`src/rtl/spr_pkg.sv`:
```
package spr_pkg;

    parameter int unsigned GFX_BITS   = 8;
    parameter int unsigned BEAM_BITS  = 8;
    parameter int unsigned COLOR_BITS = 8;
    parameter int unsigned BUS_BITS   = 8;

    localparam int unsigned CNT_W = $clog2(GFX_BITS + 1);

    typedef enum logic [1:0] {
        ADDR_GFX = 2'd0,
        ADDR_POS = 2'd1,
        ADDR_WID = 2'd2,
        ADDR_COL = 2'd3
    } reg_addr_e;

    typedef enum logic [1:0] {
        WID_X1  = 2'b00,
        WID_X2  = 2'b01,
        WID_X4  = 2'b10,
        WID_X2B = 2'b11
    } width_e;

    typedef struct packed {
        logic [GFX_BITS-1:0]   gfx;
        logic [BEAM_BITS-1:0]  pos;
        width_e                wid;
        logic [COLOR_BITS-1:0] col;
    } spr_regs_t;

    typedef struct packed {
        logic                busy;
        logic [GFX_BITS-1:0] pat;
        logic [CNT_W-1:0]    bits_left;
        logic [1:0]          rep_cnt;
        logic [1:0]          rep_max;
    } shift_state_t;

    // Number of extra pixels a bit is held for, by width code.
    function automatic logic [1:0] hold_len_m1(width_e w);
        case (w)
            WID_X1:  return 2'd0;
            WID_X4:  return 2'd3;
            default: return 2'd1;
        endcase
    endfunction

endpackage

```
`src/rtl/spr_regs.sv`:
```
module spr_regs
    import spr_pkg::*;
(
    input  logic                clk,
    input  logic                rst,
    input  logic                wr_en,
    input  logic [1:0]          wr_addr,
    input  logic [BUS_BITS-1:0] wr_data,
    output spr_regs_t           regs
);

    spr_regs_t regs_q;

    always_ff @(posedge clk) begin
        if (rst) begin
            regs_q <= '0;
        end else if (wr_en) begin
            case (reg_addr_e'(wr_addr))
                ADDR_GFX: regs_q.gfx <= wr_data[GFX_BITS-1:0];
                ADDR_POS: regs_q.pos <= wr_data[BEAM_BITS-1:0];
                ADDR_WID: regs_q.wid <= width_e'(wr_data[1:0]);
                default:  regs_q.col <= wr_data[COLOR_BITS-1:0];
            endcase
        end
    end

    assign regs = regs_q;

    // colour write visible on the next pixel
    p_color_next_r9: assert property (@(posedge clk) disable iff (rst)
        (wr_en && wr_addr == 2'd3) |=> (regs.col == $past(wr_data[COLOR_BITS-1:0])));

endmodule

```
`src/rtl/spr_match.sv`:
```
module spr_match
    import spr_pkg::*;
(
    input  logic                 clk,
    input  logic                 rst,
    input  logic [BEAM_BITS-1:0] beam_x,
    input  logic [BEAM_BITS-1:0] pos,
    output logic                 fire
);

    logic hit;
    logic hit_d;

    assign hit  = (beam_x == pos);
    assign fire = hit && !hit_d;

    always_ff @(posedge clk) begin
        if (rst) hit_d <= 1'b0;
        else     hit_d <= hit;
    end

    // no second trigger while beam and position are both unchanged
    p_single_fire_r11: assert property (@(posedge clk) disable iff (rst)
        (!$past(rst) && $stable(beam_x) && $stable(pos)) |-> !fire);

endmodule

```
`src/rtl/spr_shift.sv`:
```
module spr_shift
    import spr_pkg::*;
(
    input  logic                clk,
    input  logic                rst,
    input  logic                fire,
    input  logic [GFX_BITS-1:0] gfx,
    input  width_e              wid,
    output logic                pix_bit
);

    shift_state_t st;
    logic         bit_done;

    assign bit_done = (st.rep_cnt == st.rep_max);

    always_ff @(posedge clk) begin
        if (rst) begin
            st <= '0;
        end else if (fire) begin
            // a new match restarts the shifter, dropping leftover bits
            st.busy      <= 1'b1;
            st.pat       <= gfx;
            st.bits_left <= CNT_W'(GFX_BITS);
            st.rep_cnt   <= 2'd0;
            st.rep_max   <= hold_len_m1(wid);
        end else if (st.busy) begin
            if (bit_done) begin
                st.rep_cnt   <= 2'd0;
                st.pat       <= st.pat << 1;
                st.bits_left <= st.bits_left - 1'b1;
                st.rep_max   <= hold_len_m1(wid);
                if (st.bits_left == CNT_W'(1)) st.busy <= 1'b0;
            end else begin
                st.rep_cnt <= st.rep_cnt + 1'b1;
            end
        end
    end

    assign pix_bit = st.busy && st.pat[GFX_BITS-1];

    // a trigger loads the graphics byte into an active shifter
    p_load_on_match_r3: assert property (@(posedge clk) disable iff (rst)
        fire |=> (st.busy && st.pat == $past(gfx)));

    // without a trigger the pattern only holds or shifts left
    p_shift_only_r4: assert property (@(posedge clk) disable iff (rst)
        (st.busy && !fire) |=> (st.pat == $past(st.pat) || st.pat == ($past(st.pat) << 1)));

    // inside a bit the hold length and pattern stay put
    p_bit_hold_r6: assert property (@(posedge clk) disable iff (rst)
        (st.busy && !fire && !bit_done) |=> ($stable(st.rep_max) && $stable(st.pat)));

endmodule

```
`src/rtl/spr_channel.sv`:
```
module spr_channel
    import spr_pkg::*;
(
    input  logic                  clk,
    input  logic                  rst,
    input  logic                  wr_en,
    input  logic [1:0]            wr_addr,
    input  logic [BUS_BITS-1:0]   wr_data,
    input  logic [BEAM_BITS-1:0]  beam_x,
    output logic                  pix_on,
    output logic [COLOR_BITS-1:0] pix_color
);

    spr_regs_t regs;
    logic      fire;

    spr_regs u_regs (
        .clk     (clk),
        .rst     (rst),
        .wr_en   (wr_en),
        .wr_addr (wr_addr),
        .wr_data (wr_data),
        .regs    (regs)
    );

    spr_match u_match (
        .clk    (clk),
        .rst    (rst),
        .beam_x (beam_x),
        .pos    (regs.pos),
        .fire   (fire)
    );

    spr_shift u_shift (
        .clk     (clk),
        .rst     (rst),
        .fire    (fire),
        .gfx     (regs.gfx),
        .wid     (regs.wid),
        .pix_bit (pix_on)
    );

    assign pix_color = regs.col;

    // no pixel is shown unless a trigger happened since reset
    p_dark_after_reset_r10: assert property (@(posedge clk) disable iff (rst)
        ($past(rst) && !$past(fire)) |-> !pix_on);

endmodule

```
`config.mk`:
```
export PLATFORM = sky130hd
export DESIGN_NAME = spr_channel
export DESIGN_NICKNAME = d
export VERILOG_FILES = /design/src/rtl/spr_pkg.sv /design/src/rtl/spr_regs.sv /design/src/rtl/spr_match.sv /design/src/rtl/spr_shift.sv /design/src/rtl/spr_channel.sv
export SDC_FILE = /design/constraint.sdc
export NUM_CORES = 1
export LEC_CHECK = 0
export BUFFER_PORTS_ARGS = -buffer_cell sky130_fd_sc_hd__buf_2
export CORE_MARGIN = 3
export CORE_UTILIZATION = 51
export DETAILED_ROUTE_END_ITERATION = 10
export PLACE_DENSITY = 0.75
export SLEW_MARGIN = 10
export SYNTH_ARGS = -nofsm -noshare
export SYNTH_HDL_FRONTEND = slang
export SYNTH_HIERARCHICAL = 1
export SYNTH_SLANG_ARGS = --single-unit
```
`constraint.sdc`:
```
create_clock -name clk -period 1.7 [get_ports clk]
set_input_delay 0.34 -clock clk [delete_from_list [all_inputs] [get_ports clk]]
set_output_delay 0.34 -clock clk [all_outputs]
set_load 0.03 [all_outputs]
```
==> impl_metrics.toml <==
[place]
gp_congestion = 0.7853
postPlaceCellArea_sq_mm = 0.002411
pre_cts_ws_ns = -0.07552
port_buffers = 29
dp_hpwl_microns = 3006

[logic_synthesis]
synth_cells = 217
netlist.top_cell.by_area = "dfxtp_1"
yosysUniqueCellTypes = 47
ys_ff_latch = 44
yosys_warnings = 6
synth_edf_count = 0
synth_seq_area_share = 0.4002
syn_avg_cell_area_sq_um = 10.14
yosysMostFrequentCell = "dfxtp_1"
synth_flop_cell = "dfxtp_1"
ys_top_cells_by_count = "dfxtp_1 (44), nand2b_1 (34), mux2i_1 (27)"
yosysTopAreaCellShare = 0.4002
syn_nets = 240
synthTopCellsByArea = "dfxtp_1 (40%), mux2i_1 (12%), nand2b_1 (9.7%), xnor2_1 (4.0%), a221oi_2 (3.4%)"
synthesis.area_sq_mm = 0.002201
async_reset_ff_frac = 0

[setup_path]
cp.arrival_ns = 1.80
setup.worst_path.start_class = "flop"
path_max_fanout = 5
cp_data_required_time_ns = 1.85
r2r-end = "u_shift/st[8]$_SDFFE_PP0P_"
r2r_start = "u_regs/regs[17]$_SDFFE_PP0P_"
r2r_setup_slack_ns = 0.06
worstSetupEndpointType = "flop"
critPathKind = "flop to flop"
reg2regPathDepth = 8

[floorplanning]
die_h_microns = 71.69
fp.dieW_microns = 71.69
pin_count = 30
die-area_sq_mm = 0.005139
rows = 23
start_util = 0.5386
coreArea_sq_mm = 0.004086

[run_status]
status = "finished, final reports clean"

[drt]
wl_per_cell_microns = 15.43
drc_errors = 0
routed_wl_microns = 4661
postRouteAntennaNets = 0
via_per_inst = 5.649
via_count = 1706
drt-pass1-iter-count = 5
drt_iter0_markers = 163

[cts]
clk_path_buf_depth = 2
cts_buffers = 5
path_clk_slew_ns = 0.09
hold_buffers = 0
clockRootBuffer = "clkbuf_8"
cts_max_level = 2
clock-sinks = 44
clk_latency_ns = 0.30
tritoncts = "done"

[sta]
worstMarginPinSlew_ns = 0.7113
skew_ns = 0.007681
fin_crit_sh = 0.9669
setup_viol = 0
finalWorstSetupSlack_ns = 0.05625
drv_slew = 0
holdWs_ns = 0.3609
fin_crit_ns = 1.644
max_clock_freq_ghz = 0.6084
hold_viol = 0
slew_headroom = 0.5258

[worst_hold_path]
hold_start = "wr_data[7]"
hold_class = "input port to flop"
holdPathStages = 3
worstHoldEndpoint = "u_regs/regs[17]$_SDFFE_PP0P_"

[power]
totalPowerFinal_uw = 1951
leakage_uw = 0.001036
powerDensity_mw_per_mm2 = 749.0
vdd_drop_max_v = 0.0007206

[flow_run]
cap_violations = 0

[global_route]
grt_antenna_before_repair = 0
grt.total_usage = 0.1824
grt_pass1_wl_microns = 7514
grt_pass1_vias = 1645
grt_max_degree = 49
grt-ovfl-total = 0

[layout]
antennaDiodeCount = 0
layout.nets = 274
drive_gt1_frac = 0.2897
design_area_sq_mm = 0.002605
syn_to_final_growth_pct = 18.36
fin_util = 0.6375
per-layer routing:
metal | global-route usage | vias up | routed length, microns
met5 | 0 | - | 0
met4 | 0.06472 | 0 | 63
met3 | 0.03366 | 8 | 146
met2 | 0.3010 | 32 | 2225
met1 | 0.2383 | 822 | 2226
li1 | - | 844 | -
where the power goes:
group	internal, uW	total, uW	switching (uW)
Combinational	85.5	185	99.9
Clock	329	697	368
Sequential	1050	1070	14.9
worst max path at each step:
| stage | start | to | slack, ns | depth (start not counted) |
|---|---|---|---|---|
| after CTS | u_regs/regs[14]$_SDFFE_PP0P_ | u_shift/st[8]$_SDFFE_PP0P_ | 0.01 | 7 |
| final | u_regs/regs[17]$_SDFFE_PP0P_ | u_shift/st[8]$_SDFFE_PP0P_ | 0.06 | 8 |
| after global routing | u_regs/regs[17]$_SDFFE_PP0P_ | u_shift/st[8]$_SDFFE_PP0P_ | -0.02 | 8 |
| after detailed placement | beam_x[1] | u_shift/st[1]$_SDFFE_PP0P_ | -0.08 | 8 |
| after global placement | beam_x[4] | u_shift/st[1]$_SDFFE_PP0P_ | -0.06 | 8 |
| after floorplan | beam_x[4] | u_shift/st[1]$_SDFFE_PP0P_ | 0.11 | 7 |
flip-flops by register name, summed over array words and instances (netlist names):
signal,flops
u_regs/regs,26
u_shift/st,17
u_match/hit_d,1
stage by stage:
step	TNS, ns	instances
floorplan	0	217
global placement	-0.1840	291
detailed placement	-0.2798	291
CTS	0	299
global route	-0.04108	302
finish	0	302
cell type report:
| class | count | area [sq um] |
|---|---|---|
| timing repair buffer | 42 | 294.0 |
| fill | 360 | 1481 |
| inverter | 12 | 48.80 |
| tap | 50 | 62.56 |
| clock inverter | 2 | 15.01 |
| multi-input combinational | 146 | 1217 |
| sequential | 44 | 884.6 |
| clock buffer | 6 | 82.58 |
worst max-delay path: stages, from the launching register on:
cell and delay, ns:
dfxtp_2 0.34, xnor2_2 0.16, nand2_2 0.10, nor4_4 0.26
buf_6 0.16, buf_12 0.12, clkinvlp_4 0.11, o311ai_2 0.11
a21oi_1 0.12
placed cells by master, fill, tap and decap left out, types with 3 or more instances in the layout:
cell type and n:
dfxtp_1 41, nand2b_1 34, buf_2 29, mux2i_1 27
inv_1 11, buf_4 9, xnor2_1 8, o31ai_1 7
a41oi_1 7, clkbuf_8 6, a221oi_2 5, nor2_1 4
nand2_1 4, clkinvlp_4 3, nand4_1 3, xnor2_2 3
dfxtp_2 3, nor2b_1 3, a31oi_1 3, a21oi_1 3
logic make-up (layout without fill, tap and decap cells):
logic type,Yosys count,count (layout),share of synthesized area
AO/OA/AOI/OAI,39,39,0.1597
XOR/XNOR,13,13,0.05856
adder cells (fa/ha/maj),2,2,0.01137
buffers and inverters,27,62,0.06594
flip-flops,44,44,0.4002
multiplexers,27,27,0.1228
AND/OR/NAND/NOR,65,65,0.1814
what timing repair did:
item | 4_1_cts | 5_1_grt
setup endpoints to repair | 0 | 8
gates resized for setup | 0 | 11
setup buffers | 0 | 1
Power figures use the tool's default switching activity.
